===== src/rtl/rxam_pkg.sv =====
package rxam_pkg;

  typedef logic [1:0] wcode_t;

  // Width code 00 is not a usable address length.
  function automatic logic wcode_legal(input wcode_t c);
    return c != 2'b00;
  endfunction

  // Address length in bytes for a legal width code.
  function automatic int wcode_bytes(input wcode_t c);
    return int'(c) + 2;
  endfunction

endpackage


===== src/rtl/rxam_frame_ctl.sv =====
module rxam_frame_ctl
  import rxam_pkg::*;
#(
  parameter int NUM_PIPES = 6,
  parameter int MAX_BYTES = 5,
  localparam int CNT_W = $clog2(MAX_BYTES + 1)
) (
  input  logic                 clk,
  input  logic                 rst,
  input  logic                 frame_start,
  input  logic                 byte_valid,
  input  wcode_t               cfg_width,
  input  logic [NUM_PIPES-1:0] cfg_pipe_en,
  output logic                 accept,
  output logic [CNT_W-1:0]     idx,
  output logic                 last,
  output logic [NUM_PIPES-1:0] en_eff
);

  logic                 open_q;
  logic [CNT_W-1:0]     cnt_q;
  wcode_t               wid_q;
  logic [NUM_PIPES-1:0] en_q;
  wcode_t               wid_eff;
  logic                 open_eff;

  // On the frame-start cycle the live configuration applies; later bytes use
  // the copy captured at the start.
  always_comb begin
    wid_eff  = frame_start ? cfg_width   : wid_q;
    en_eff   = frame_start ? cfg_pipe_en : en_q;
    open_eff = frame_start ? wcode_legal(cfg_width) : open_q;
    idx      = frame_start ? '0 : cnt_q;
    accept   = byte_valid && open_eff;
    last     = accept && (int'(idx) == wcode_bytes(wid_eff) - 1);
  end

  always_ff @(posedge clk) begin
    if (rst) begin
      open_q <= 1'b0;
      cnt_q  <= '0;
      wid_q  <= 2'b00;
      en_q   <= '0;
    end else begin
      if (frame_start) begin
        wid_q  <= cfg_width;
        en_q   <= cfg_pipe_en;
        open_q <= wcode_legal(cfg_width);
        cnt_q  <= '0;
      end
      if (accept) begin
        cnt_q <= idx + 1'b1;
        if (last) open_q <= 1'b0;
      end
    end
  end

endmodule


===== src/rtl/rxam_byte_cmp.sv =====
module rxam_byte_cmp #(
  parameter int BYTE_W    = 8,
  parameter int MAX_BYTES = 5,
  localparam int ADDR_W = BYTE_W * MAX_BYTES,
  localparam int CNT_W  = $clog2(MAX_BYTES + 1)
) (
  input  logic              clk,
  input  logic              rst,
  input  logic              first,
  input  logic              accept,
  input  logic [CNT_W-1:0]  idx,
  input  logic [BYTE_W-1:0] byte_in,
  input  logic [ADDR_W-1:0] pipe_addr,
  output logic              hit_now
);

  logic              alive_q;
  logic [BYTE_W-1:0] ref_byte;
  logic              eq;

  always_comb begin
    ref_byte = '0;
    for (int b = 0; b < MAX_BYTES; b++) begin
      if (int'(idx) == b) ref_byte = pipe_addr[b*BYTE_W +: BYTE_W];
    end
    eq      = (ref_byte == byte_in);
    hit_now = (first ? 1'b1 : alive_q) && eq;
  end

  always_ff @(posedge clk) begin
    if (rst) begin
      alive_q <= 1'b0;
    end else if (accept) begin
      alive_q <= hit_now;
    end else if (first) begin
      alive_q <= 1'b1;
    end
  end

endmodule


===== src/rtl/rxam_prio_enc.sv =====
module rxam_prio_enc #(
  parameter int NUM_PIPES = 6,
  localparam int PIPE_W = $clog2(NUM_PIPES + 1)
) (
  input  logic [NUM_PIPES-1:0] hits,
  output logic                 any,
  output logic [PIPE_W-1:0]    code
);

  always_comb begin
    any  = |hits;
    code = '1;
    for (int p = NUM_PIPES - 1; p >= 0; p--) begin
      if (hits[p]) code = PIPE_W'(p);
    end
  end

endmodule


===== src/rtl/rx_addr_match.sv =====
module rx_addr_match
  import rxam_pkg::*;
#(
  parameter int NUM_PIPES = 6,
  parameter int BYTE_W    = 8,
  parameter int MAX_BYTES = 5,
  localparam int ADDR_W = BYTE_W * MAX_BYTES,
  localparam int SEC_W  = BYTE_W * (NUM_PIPES - 2),
  localparam int PIPE_W = $clog2(NUM_PIPES + 1),
  localparam int CNT_W  = $clog2(MAX_BYTES + 1)
) (
  input  logic                 clk,
  input  logic                 rst,
  input  logic                 frame_start,
  input  logic                 byte_valid,
  input  logic [BYTE_W-1:0]    byte_data,
  input  logic [1:0]           cfg_width,
  input  logic [NUM_PIPES-1:0] cfg_pipe_en,
  input  logic [ADDR_W-1:0]    cfg_addr_p0,
  input  logic [ADDR_W-1:0]    cfg_addr_p1,
  input  logic [SEC_W-1:0]     cfg_lsb_sec,
  output logic                 match_valid,
  output logic [PIPE_W-1:0]    match_pipe
);

  logic                 accept;
  logic                 last;
  logic [CNT_W-1:0]     idx;
  logic [NUM_PIPES-1:0] en_eff;
  logic [NUM_PIPES-1:0] hit_now;
  logic [NUM_PIPES-1:0] hit_en;
  logic [ADDR_W-1:0]    pipe_addr [NUM_PIPES];
  logic                 any_hit;
  logic [PIPE_W-1:0]    hit_code;

  rxam_frame_ctl #(
    .NUM_PIPES(NUM_PIPES),
    .MAX_BYTES(MAX_BYTES)
  ) u_ctl (
    .clk        (clk),
    .rst        (rst),
    .frame_start(frame_start),
    .byte_valid (byte_valid),
    .cfg_width  (cfg_width),
    .cfg_pipe_en(cfg_pipe_en),
    .accept     (accept),
    .idx        (idx),
    .last       (last),
    .en_eff     (en_eff)
  );

  genvar p;
  generate
    for (p = 0; p < NUM_PIPES; p++) begin : g_pipe
      if (p == 0) begin : g_full0
        assign pipe_addr[p] = cfg_addr_p0;
      end else if (p == 1) begin : g_full1
        assign pipe_addr[p] = cfg_addr_p1;
      end else begin : g_shared
        assign pipe_addr[p] = {cfg_addr_p1[ADDR_W-1:BYTE_W],
                               cfg_lsb_sec[(p-2)*BYTE_W +: BYTE_W]};
      end

      rxam_byte_cmp #(
        .BYTE_W   (BYTE_W),
        .MAX_BYTES(MAX_BYTES)
      ) u_cmp (
        .clk      (clk),
        .rst      (rst),
        .first    (frame_start),
        .accept   (accept),
        .idx      (idx),
        .byte_in  (byte_data),
        .pipe_addr(pipe_addr[p]),
        .hit_now  (hit_now[p])
      );
    end
  endgenerate

  assign hit_en = hit_now & en_eff;

  rxam_prio_enc #(
    .NUM_PIPES(NUM_PIPES)
  ) u_enc (
    .hits(hit_en),
    .any (any_hit),
    .code(hit_code)
  );

  always_ff @(posedge clk) begin
    if (rst) begin
      match_valid <= 1'b0;
      match_pipe  <= '1;
    end else begin
      match_valid <= last;
      match_pipe  <= (last && any_hit) ? hit_code : '1;
    end
  end

endmodule


===== config.mk =====
export PLATFORM = sky130hd
export DESIGN_NAME = rx_addr_match
export DESIGN_NICKNAME = d
export VERILOG_FILES = /design/src/rtl/rxam_pkg.sv /design/src/rtl/rxam_frame_ctl.sv /design/src/rtl/rxam_byte_cmp.sv /design/src/rtl/rxam_prio_enc.sv /design/src/rtl/rx_addr_match.sv
export SDC_FILE = /design/constraint.sdc
export NUM_CORES = 1
export LEC_CHECK = 0
export CORE_ASPECT_RATIO = 1.4
export CORE_MARGIN = 4
export CORE_UTILIZATION = 37
export CTS_BUF_LIST = sky130_fd_sc_hd__clkbuf_2 sky130_fd_sc_hd__clkbuf_4 sky130_fd_sc_hd__clkbuf_8
export CTS_CLUSTER_SIZE = 24
export DETAILED_ROUTE_END_ITERATION = 16
export HOLD_SLACK_MARGIN = 0.05
export PLACE_DENSITY_LB_ADDON = 0.08
export SLEW_MARGIN = 0
export SYNTH_ARGS = -nofsm -noshare
export SYNTH_HDL_FRONTEND = slang
export SYNTH_SLANG_ARGS = --single-unit
export TNS_END_PERCENT = 20

===== constraint.sdc =====
create_clock -name clk -period 4.9 [get_ports clk]
set_input_delay 0.98 -clock clk [delete_from_list [all_inputs] [get_ports clk]]
set_output_delay 0.98 -clock clk [all_outputs]
set_load 0.03 [all_outputs]

==> summary.txt, run 1 <==
Floorplanning
  – Core area: 7850 um^2
  – Die H: 115 um
  – IO Pins: 136
  – Die W: 84.2 um
  – Starting density of the core: 0.384
  – Die area: 9660 um^2
  – FP Rows: 38

Critical path
  – Startpoint types: input port
  – Crit path max-delay family: compound AO/OA/AOI/OAI gates
  – Critical Path End Type: flip-flop
  – WS Path Type: in2reg
  – Slowest library cell on the worst path: a221oi_1
  – Cell Chain, Critical Path: clkdlybuf4s50_1 > nor2b_1 > inv_1 > ha_1 > buf_4 > and2_1 > a221oi_1 > a21oi_1 > xnor2_1 > nor3_1 > nand4_1 > a41oi_1 > o32ai_2
  – Largest stage delay on the critical path: 0.60 ns
  – Worst Path Required: 5.05 ns
  – CP Buf/Inv Count: 3
  – Critical path arrival: 4.44 ns
  – Crit Path Max Fanout: 9

Placed design
  – Pre-CTS setup slack: 0.316 ns
  – HPWL after DPL: 9650 um
  – Port Buffers: 135
  – Placer congestion estimate: 0.920

Detailed routing
  – Initial DRC Count: 152
  – Detailed-route via count: 3,533
  – Drt total wl: 11,700 um
  – Pre-antenna DRT Iters: 4
  – Via density per instance: 5.47
  – Post-route ant nets: 0
  – Avg WL per Cell: 18.1 um
  – Post-route DRC violation count: 0

Final layout
  – Commonest non-fill, non-tap cell in the layout: clkdlybuf4s50_1
  – Layout area overhead: 49.8%
  – Final core utilization: 0.574
  – Share of cells above drive strength 1: 0.0916
  – Ant. Diodes: 0
  – Commonest non-fill, non-tap cells in the layout: 135 x clkdlybuf4s50_1, 58 x nand2_1, 57 x a21oi_1
  – Fin nets: 684

Synth
  – Ys async rst share: 0
  – Syn nets: 562
  – Post-synth EDFFs: 0
  – Syn Area/Cell: 7.08 um^2
  – Post-Syn Instances: 425
  – Synth warn: 0
  – Sequential fraction of the synthesis area: 0.146
  – Post-synthesis cell type count: 60
  – Post-synth top flop: dfxtp_1
  – Synth Cell Area: 3010 um^2
  – Register bit count reported by yosys: 22

Timing
  – Worst Tran Pin Value: 0.638 ns
  – Clk_skew: 0.00658 ns
  – Fin worst setup slack: 0.612 ns
  – Setup Total Neg Slack: 0 ns
  – Final setup viols: 0
  – Slew HR: 0.573
  – Peak Freq: 233 MHz
  – Period utilization: 0.875
  – RSZ-0062 raised after global routing: no
  – Hold Vio Cnt, Final: 0
  – Pins over their slew limit: 0
  – Crit path time final: 4.29 ns

Global routing
  – Total gr overflow: 0
  – First-pass GRT wire length: 18,700 um
  – Largest net degree at the start of global routing: 38
  – Vias in the first global route: 3,609
  – Gr usage total: 0.241
  – Antenna violations before repair: 0

Outcome
  – Status: complete, no violations

Power and ir drop
  – Peak VDD IR: 0.197 mV
  – Static leakage: 1.75 nW
  – Pwr dens: 154 nW/um^2

CTS
  – Clock latency on the worst-skew pair: 0.27 ns
  – Post-cts sizing count: 0
  – Max clock buf depth: 2
  – H-tree Lvls: 1
  – CTS Buf Count: 3
  – # hold bufs at CTS: 0
  – Clock transition at the registers of the reported paths: 0.08 ns
  – TritonCTS clock tree: done
  – Clock Tree Root: clkbuf_8
  – CTS sink cnt: 22
  – Setup Fix Bufs, Post-CTS: 0

Job
  – Maxcap violations: 0

Min path
  – Worst hold path type: reg2reg
==> Yosys cell counts, types with 3 or more instances <==
| master | instances | area [um^2] |
|---|---|---|
| and2_1 | 5 | 31.3 |
| buf_4 | 3 | 22.5 |
| nand3_1 | 6 | 30.0 |
| a221oi_2 | 3 | 45.0 |
| nand2b_1 | 7 | 43.8 |
| o31ai_1 | 6 | 45.0 |
| buf_6 | 3 | 33.8 |
| a221oi_1 | 5 | 43.8 |
| inv_1 | 16 | 60.1 |
| a2bb2oi_2 | 4 | 60.1 |
| xor2_1 | 25 | 219 |
| o21ai_0 | 24 | 120 |
| nor2b_1 | 8 | 50.1 |
| a22oi_1 | 3 | 22.5 |
| o221a_2 | 3 | 33.8 |
| nand2_1 | 58 | 218 |
| dfxtp_1 | 22 | 440 |
| o22ai_1 | 5 | 31.3 |
| nor3_1 | 16 | 80.1 |
| a31o_2 | 3 | 26.3 |
| xnor2_1 | 23 | 201 |
| nor2_1 | 31 | 116 |
| mux2_2 | 3 | 33.8 |
| clkbuf_1 | 10 | 37.5 |
| ha_1 | 5 | 62.6 |
| mux2i_1 | 4 | 40.0 |
| nor4_1 | 3 | 18.8 |
| a31oi_1 | 3 | 18.8 |
| o211ai_1 | 5 | 37.5 |
| a21oi_1 | 57 | 285 |
| a21o_1 | 3 | 22.5 |
| buf_2 | 8 | 40.0 |
| a211oi_1 | 3 | 22.5 |
| nand4_1 | 4 | 25.0 |
| buf_1 | 7 | 26.3 |
==> tightest hold or removal path: stages (launching register included) <==
cell     delay, ns
dfxtp_1       0.31
nor2_1        0.08
nor3_1        0.05
==> cells by family (layout without fill, tap and decap cells) <==
kind of cell    Yosys count  after routing  synth area share
flops                    22             22             0.146
fa+ha+maj                 5              5            0.0208
simple gates            152            152             0.259
compound gates          143            143             0.335
xor+xnor                 48             48             0.140
mux                       7              7            0.0245
buf+inv                  48            169            0.0744
==> final cells by class <==
type | count | area, um^2
fill | 808 | 3340
multi-input combinational | 355 | 2340
timing repair buffer | 148 | 1460
sequential | 22 | 440
tap | 100 | 125
inverter | 17 | 63.8
clock buffer | 3 | 41.3
clock inverter | 1 | 30.0
==> power breakdown <==
part | total [mW] | leakage [nW] | switching [mW] | internal (mW)
registers | 0.193 | 0.181 | 0.00514 | 0.188
logic | 0.329 | 1.54 | 0.149 | 0.181
clock network | 0.171 | 0.0357 | 0.0619 | 0.109
==> state kept, by name, summed over array words and instances, names as in the netlist <==
name	count
match_valid	1
match_pipe	3
u_ctl.en_q	6
u_ctl.open_q	1
u_ctl.wid_q	2
g_pipe.u_cmp.alive_q	6
u_ctl.cnt_q	3
==> per-stage QoR <==
stage	instance area (um^2)	hold WS, ns	total power, mW	instances
3_3_place_gp	4440	0.459	0.524	642
5_1_grt	4510	0.513	0.735	646
4_1_cts	4510	0.481	0.701	646
3_5_place_dp	4440	0.469	0.524	642
2_1_floorplan	3010	0.449	0.369	425
6_report	4510	0.479	0.693	646
==> per-layer routing <==
| metal | global-route usage | wire length [um] | vias to the layer above |
|---|---|---|---|
| met5 | 0 | 0 | - |
| met4 | 0.0955 | 367 | 0 |
| met3 | 0.0367 | 680 | 26 |
| met2 | 0.424 | 5800 | 118 |
| met1 | 0.294 | 4820 | 1624 |
| li1 | - | - | 1765 |
==> final timing paths <==
kind                                 from                 endpoint  slack, ns  cells after the start
setup / recovery              frame_start            match_pipe[0]       0.61                     13
hold reg to reg   g_pipe[2].u_cmp.alive_q  g_pipe[2].u_cmp.alive_q       0.48                      2
hold / removal    g_pipe[2].u_cmp.alive_q  g_pipe[2].u_cmp.alive_q       0.48                      2
setup reg to reg           u_ctl.cnt_q[1]            match_pipe[0]       1.25                     12
(Power assumes the default switching activity.)
==> inputs of run 2 (changes only) <==
--- a/config.mk
+++ b/config.mk
@@ -8,13 +8,15 @@
 export CORE_ASPECT_RATIO = 1.4
 export CORE_MARGIN = 4
 export CORE_UTILIZATION = 37
-export CTS_BUF_LIST = sky130_fd_sc_hd__clkbuf_2 sky130_fd_sc_hd__clkbuf_4 sky130_fd_sc_hd__clkbuf_8
+export CTS_BUF_LIST = sky130_fd_sc_hd__clkbuf_16
 export CTS_CLUSTER_SIZE = 24
 export DETAILED_ROUTE_END_ITERATION = 16
+export DONT_BUFFER_PORTS = 1
 export HOLD_SLACK_MARGIN = 0.05
 export PLACE_DENSITY_LB_ADDON = 0.08
 export SLEW_MARGIN = 0
 export SYNTH_ARGS = -nofsm -noshare
 export SYNTH_HDL_FRONTEND = slang
+export SYNTH_HIERARCHICAL = 1
 export SYNTH_SLANG_ARGS = --single-unit
 export TNS_END_PERCENT = 20
==> run 2 against run 1 <==
Count of clock-buffer cells in the layout is the same. Clock power is essentially flat. Power shrank 20%. Worst setup slack gained 0.41 ns. Sequential power is essentially flat. Sequential share of layout area grew 1.2 points. Hold slack gained 0.031 ns. Critical path depth shrank 2. Highest routed layer unchanged.
==> summary.txt, run 2 <==
Outcome
  – Status: complete, no violations (unchanged)

Power and ir drop
  – Combinational fraction of design power: 0.348 (was 0.475)
  – Static leakage: 1.12 nW (was 1.75 nW)
  – Peak VDD IR: 0.117 mV (was 0.197 mV)
  – Clock Power Share: 0.306 (was 0.247)
  – Sequential Power Share: 0.346 (was 0.278)
  – Sw frac: 0.297 (was 0.311)
  – Switch Pwr: 0.165 mW (was 0.216 mW)
  – Pwr dens: 139 nW/um^2 (was 154 nW/um^2)
  – Internal: 0.390 mW (was 0.478 mW)

Synth
  – Syn nets: 635 (was 562)
  – Post-synthesis cell type count: 37 (was 60)
  – Synth cell count leaders: 58 x nor2_1, 55 x mux2i_1, 49 x xor2_1, 44 x nand2_1 (was 58 x nand2_1, 57 x a21oi_1, 31 x nor2_1, 25 x xor2_1, 24 x o21ai_0)
  – Largest area contributor in the netlist: mux2i_1 (was dfxtp_1)
  – Synth warn: 6 (was 0)
  – Post-Syn Instances: 501 (was 425)
  – Ys async rst share: 0 (unchanged)
  – Syn Area/Cell: 7.85 um^2 (was 7.08 um^2)
  – Synth Cell Area: 3930 um^2 (was 3010 um^2)
  – Area contributors post-synth: mux2i_1 14%, dfxtp_1 11%, xor2_1 11% (was dfxtp_1 15%, a21oi_1 9.5%, xor2_1 7.3%)
  – Post-synth EDFFs: 0 (unchanged)
  – Post-synth top flop: dfxtp_1 (unchanged)
  – Area fraction of the dominant cell type after synthesis: 0.140 (was 0.146)
  – Most common cell in the netlist: nor2_1 (was nand2_1)
  – Register bit count reported by yosys: 22 (unchanged)
  – Sequential fraction of the synthesis area: 0.112 (was 0.146)

CTS
  – TritonCTS clock tree: done (unchanged)
  – Clock latency on the worst-skew pair: 0.25 ns (was 0.27 ns)
  – Setup Fix Bufs, Post-CTS: 0 (unchanged)
  – Post-cts sizing count: 0 (unchanged)
  – Clock transition at the registers of the reported paths: 0.06 ns (was 0.08 ns)
  – # hold bufs at CTS: 0 (unchanged)
  – Clock Tree Root: clkbuf_16 (was clkbuf_8)
  – Max clock buf depth: 2 (unchanged)
  – H-tree Lvls: 1 (unchanged)
  – CTS Buf Count: 3 (unchanged)
  – CTS sink cnt: 22 (unchanged)

Placed design
  – Placer congestion estimate: 0.842 (was 0.920)
  – Area post-placement: 3920 um^2 (was 4440 um^2)
  – Port Buffers: 0 (was 135)
  – HPWL after DPL: 10,200 um (was 9650 um)

Global routing
  – First-pass GRT wire length: 20,100 um (was 18,700 um)
  – Antenna violations before repair: 0 (unchanged)
  – Total gr overflow: 0 (unchanged)
  – Vias in the first global route: 3,600 (was 3,609)
  – Largest net degree at the start of global routing: 109 (was 38)
  – Gr usage total: 0.207 (was 0.241)

Critical path
  – Startpoint types: input port (unchanged)
  – Crit Path Max Fanout: 34 (was 9)
  – WS Path Type: in2reg (unchanged)
  – Critical Path End Type: flip-flop (unchanged)
  – Critical path arrival: 4.06 ns (was 4.44 ns)
  – Worst Path Required: 5.09 ns (was 5.05 ns)

Final layout
  – FF/Latch Area: 440 um^2 (unchanged)
  – Area occupied by multi-input gates: 3250 um^2 (was 2340 um^2)
  – Layout area overhead: 1.59% (was 49.8%)
  – Commonest non-fill, non-tap cell in the layout: nor2_1 (was clkdlybuf4s50_1)
  – Final core utilization: 0.384 (was 0.574)
  – Fin nets: 607 (was 684)
  – Commonest non-fill, non-tap cells in the layout: 58 x nor2_1, 55 x mux2i_1, 49 x xor2_1 (was 135 x clkdlybuf4s50_1, 58 x nand2_1, 57 x a21oi_1)
  – Layout fillers: 1,108 (was 808)
  – Share of cells above drive strength 1: 0.0743 (was 0.0916)
  – Biggest regs: g_pipe.u_cmp/alive_q: 6 flops, u_ctl/en_q: 6 flops (was g_pipe.u_cmp.alive_q: 6 flops, u_ctl.en_q: 6 flops)
  – Final Cell Area: 4000 um^2 (was 4510 um^2)
  – Ant. Diodes: 0 (unchanged)

Job
  – Maxcap violations: 0 (unchanged)

Floorplanning
  – Core area: 10,400 um^2 (was 7850 um^2)
  – Starting density of the core: 0.378 (was 0.384)
  – Die W: 95.1 um (was 84.2 um)
  – FP Rows: 44 (was 38)
  – Die H: 130 um (was 115 um)
  – IO Pins: 136 (unchanged)
  – Die area: 12,400 um^2 (was 9660 um^2)

Timing
  – Peak Freq: 258 MHz (was 233 MHz)
  – Period utilization: 0.790 (was 0.875)
  – Worst Tran Pin Value: 0.682 ns (was 0.638 ns)
  – Crit path time final: 3.87 ns (was 4.29 ns)
  – RSZ-0062 raised after global routing: no (unchanged)
  – Hold Vio Cnt, Final: 0 (unchanged)
  – Final setup viols: 0 (unchanged)
  – Slew HR: 0.545 (was 0.573)
  – Clk_skew: 0.00283 ns (was 0.00658 ns)
  – Setup Total Neg Slack: 0 ns (unchanged)
  – Pins over their slew limit: 0 (unchanged)

Detailed routing
  – Pre-antenna DRT Iters: 4 (unchanged)
  – Post-route DRC violation count: 0 (unchanged)
  – Post-route ant nets: 0 (unchanged)
  – Avg WL per Cell: 21.3 um (was 18.1 um)
  – Drt total wl: 13,000 um (was 11,700 um)
  – Detailed-route via count: 3,703 (was 3,533)
  – Via density per instance: 6.08 (was 5.47)
  – Initial DRC Count: 159 (was 152)

Min path
  – Worst hold path type: reg2reg (unchanged)
[run 2: final timing paths]
path                       start            end  slack [ns]  depth (start not counted)
setup reg to reg  u_ctl/cnt_q[2]  match_pipe[0]        1.24                         11
hold / removal      u_ctl/open_q   u_ctl/open_q        0.51                          2
setup / recovery     frame_start  match_pipe[0]        1.03                         11
hold reg to reg     u_ctl/open_q   u_ctl/open_q        0.51                          2
[run 2: kinds of logic after synthesis]
family          Yosys count  synth area share
compound gates          107             0.187
xor+xnor                 52             0.116
fa+ha+maj                 2           0.00636
buf+inv                  40            0.0671
flops                    22             0.112
mux                      63             0.163
simple gates            215             0.349
[run 2: final cells by class]
cell class / instances / area share
inverters: 1 / 0.000939
flip-flops and latches: 22 / 0.110
clock buffers: 3 / 0.0188
well taps: 138 / 0.0432
multi-input cells: 439 / 0.812
repair buffers: 6 / 0.0144
[run 2: stage by stage]
stage	power (mW)	hold slack (ns)	worst slack, ns	instances
finish	0.556	0.510	1.03	609
floorplan	0.357	0.471	0.309	501
detailed placement	0.389	0.499	0.772	606
global placement	0.388	0.493	0.815	606
CTS	0.558	0.510	1.02	609
global route	0.586	0.526	0.665	609
[run 2: metal layers]
metal,GRT usage,vias to the layer above,share of wire
li1,-,1845,-
met1,0.267,1734,0.42
met2,0.362,110,0.50
met3,0.0260,14,0.058
met4,0.0518,0,0.019
met5,0,-,0
[run 2: worst max-delay path, stage by stage]
cell and delay, ns:
nor2b_2 0.39, buf_4 0.38, or3b_1 0.66, o22ai_1 0.34, xor2_1 0.18, nand4_1 0.20
nor3_1 0.18, and2_1 0.23, inv_1 0.07, a221oi_1 0.26, nand4bb_1 0.15
[run 2: power by group through the flow]
stage	sequential, mW	clock (mW)	combinational [mW]
3_3_place_gp	0.196	0	0.192
4_1_cts	0.192	0.172	0.194
5_1_grt	0.193	0.177	0.215
2_1_floorplan	0.195	0	0.162
6_report	0.192	0.170	0.193
3_5_place_dp	0.196	0	0.193
==> inputs of run 3 (changes only) <==
==> constraint.sdc (replaced) <==
create_clock -name clk -period 3.37 [get_ports clk]
set_input_delay 0.674 -clock clk [delete_from_list [all_inputs] [get_ports clk]]
set_output_delay 0.674 -clock clk [all_outputs]
set_load 0.03 [all_outputs]
==> run 3 against run 2 <==
Wire length down 0.14%. Highest routed layer unchanged. Global-route usage decreased by 0.17 points. Largest cell class unchanged. Count of clock-buffer cells in the layout is the same.
==> summary.txt, run 3 (synthesis gave the netlist of run 2 again) <==
Timing
  – Slew HR: 0.587 (was 0.545)
  – Worst Tran Pin Value: 0.617 ns (was 0.682 ns)
  – RSZ-0062 raised after global routing: no (unchanged)
  – Crit path time final: 3.08 ns
  – Peak Freq: 325 MHz
  – Pins over their slew limit: 0 (unchanged)
  – Clk_skew: 0.00278 ns (was 0.00283 ns)
  – Period utilization: 0.914
  – Final setup viols: 0 (unchanged)
  – Hold Vio Cnt, Final: 0 (unchanged)
  – Fin worst setup slack: 0.291 ns (was 1.03 ns)

Floorplanning
  – FP Rows: 44 (unchanged)
  – Starting density of the core: 0.378 (unchanged)
  – Die area: 12,400 um^2 (unchanged)
  – IO Pins: 136 (unchanged)
  – Die H: 130 um (unchanged)
  – Core area: 10,400 um^2 (unchanged)
  – Die W: 95.1 um (unchanged)

CTS
  – # hold bufs at CTS: 0 (unchanged)
  – H-tree Lvls: 1 (unchanged)
  – CTS Buf Count: 3 (unchanged)
  – Post-cts sizing count: 0 (unchanged)
  – CTS sink cnt: 22 (unchanged)
  – Setup Fix Bufs, Post-CTS: 0 (unchanged)
  – Max clock buf depth: 2 (unchanged)
  – TritonCTS clock tree: done (unchanged)
  – Clock Tree Root: clkbuf_16 (unchanged)
  – Clock transition at the registers of the reported paths: 0.06 ns (about the same)
  – Clock latency on the worst-skew pair: 0.25 ns (about the same)

Detailed routing
  – Initial DRC Count: 158 (was 159)
  – Via density per instance: 6.11 (was 6.08)
  – Post-route DRC violation count: 0 (unchanged)
  – Pre-antenna DRT Iters: 4 (unchanged)
  – Avg WL per Cell: 20.8 um (was 21.3 um)
  – Detailed-route via count: 3,802 (was 3,703)
  – Drt total wl: 12,900 um (was 13,000 um)
  – Post-route ant nets: 0 (unchanged)

Global routing
  – Gr usage total: 0.205 (was 0.207)
  – Vias in the first global route: 3,798 (was 3,600)
  – Total gr overflow: 0 (unchanged)
  – Largest net degree at the start of global routing: 56 (was 109)
  – Antenna violations before repair: 0 (unchanged)
  – First-pass GRT wire length: 20,300 um (was 20,100 um)

Critical path
  – Worst R2R Path Depth: 11 (unchanged)
  – Crit path max-delay family: simple AND/OR/NAND/NOR gates (unchanged)
  – Worst Path Required: 3.50 ns (was 5.09 ns)
  – WS Path Type: in2reg (unchanged)
  – Instance count on the critical path: 13 (was 11)
  – Cell Chain, Critical Path: nor2b_4 > buf_12 > buf_4 > mux2i_1 > o211ai_1 > o22ai_2 > xor2_1 > nand4_1 > nor3_1 > and2_1 > nor2_1 > o31a_1 > nand4bb_1 (was nor2b_2 > buf_4 > or3b_1 > o22ai_1 > xor2_1 > nand4_1 > nor3_1 > and2_1 > inv_1 > a221oi_1 > nand4bb_1)
  – Critical path arrival: 3.21 ns (was 4.06 ns)
  – Largest stage delay on the critical path: 0.28 ns (was 0.66 ns)
  – Critical Path End Type: flip-flop (unchanged)
  – Slowest library cell on the worst path: nor2b_4 (was or3b_1)
  – Startpoint types: input port (unchanged)
  – CP Buf/Inv Count: 2 (unchanged)
  – Crit Path Max Fanout: 43 (was 34)

Final layout
  – Commonest non-fill, non-tap cells in the layout: 58 x nor2_1, 55 x mux2i_1, 49 x xor2_1 (unchanged)
  – Final core utilization: 0.400 (was 0.384)
  – Layout area overhead: 5.92% (was 1.59%)
  – Fin nets: 619 (was 607)
  – Biggest regs: g_pipe.u_cmp/alive_q: 6 flops, u_ctl/en_q: 6 flops (unchanged)
  – Commonest non-fill, non-tap cell in the layout: nor2_1 (unchanged)
  – Share of cells above drive strength 1: 0.116 (was 0.0743)
  – Post-route insts no fill: 622 (was 609)
  – Ant. Diodes: 0 (unchanged)
  – Layout fillers: 1,062 (was 1,108)

Min path
  – Worst hold path type: in2reg (was reg2reg)
  – Hold depth: 1 (was 2)

Power and ir drop
  – Pwr dens: 197 nW/um^2 (was 139 nW/um^2)
  – Static leakage: 1.21 nW (was 1.12 nW)
  – Peak VDD IR: 0.232 mV (was 0.117 mV)
  – Total power: 0.822 mW (was 0.556 mW)

Job
  – Maxcap violations: 0 (unchanged)

Placed design
  – Placed cell count: 618 (was 606)
  – Pre-CTS setup slack: -0.0406 ns (was 0.772 ns)
  – Port Buffers: 0 (unchanged)
  – HPWL after DPL: 10,300 um (was 10,200 um)
  – Placer congestion estimate: 0.834 (was 0.842)

Outcome
  – Status: complete, no violations (unchanged)
run 3: final timing paths:
kind | startpoint | end | slack [ns]
hold reg to reg | g_pipe[5].u_cmp/alive_q | g_pipe[5].u_cmp/alive_q | 0.53
hold / removal | rst | u_ctl/wid_q[1] | 0.48
setup / recovery | frame_start | match_pipe[1] | 0.29
setup reg to reg | u_ctl/cnt_q[2] | match_pipe[0] | 0.31
run 3: metrics by stage:
stage                     hold slack [ns]  TNS [ns]  cell area [um^2]
final                               0.483         0              4170
after global routing                0.474         0              4170
after CTS                           0.479         0              4160
after detailed placement            0.501   -0.0406              4090
after global placement              0.491   -0.0981              4090
after floorplan                     0.471         0              4010
run 3: cell type report:
class,instances,area [um^2],share of cell area
multi-input combinational,439,3300,0.792
sequential,22,440,0.106
timing repair buffer,18,173,0.0414
tap,138,173,0.0414
clock buffer,3,75.1,0.0180
clock inverter,1,3.75,0.000901
inverter,1,3.75,0.000901
run 3: power breakdown:
part / internal, mW / leakage (nW) / switching [mW] / total (mW)
Combinational: 0.144 / 0.987 / 0.149 / 0.293
Clock: 0.158 / 0.0385 / 0.0912 / 0.249
Sequential: 0.274 / 0.181 / 0.00530 / 0.279
run 3: metal layers:
metal  track usage  part of all wire  up-vias
met2         0.375              0.52      156
li1              -                 -     1857
met5             0                 0        -
met4        0.0297            0.0097        0
met3        0.0265             0.067       14
met1         0.260              0.40     1775
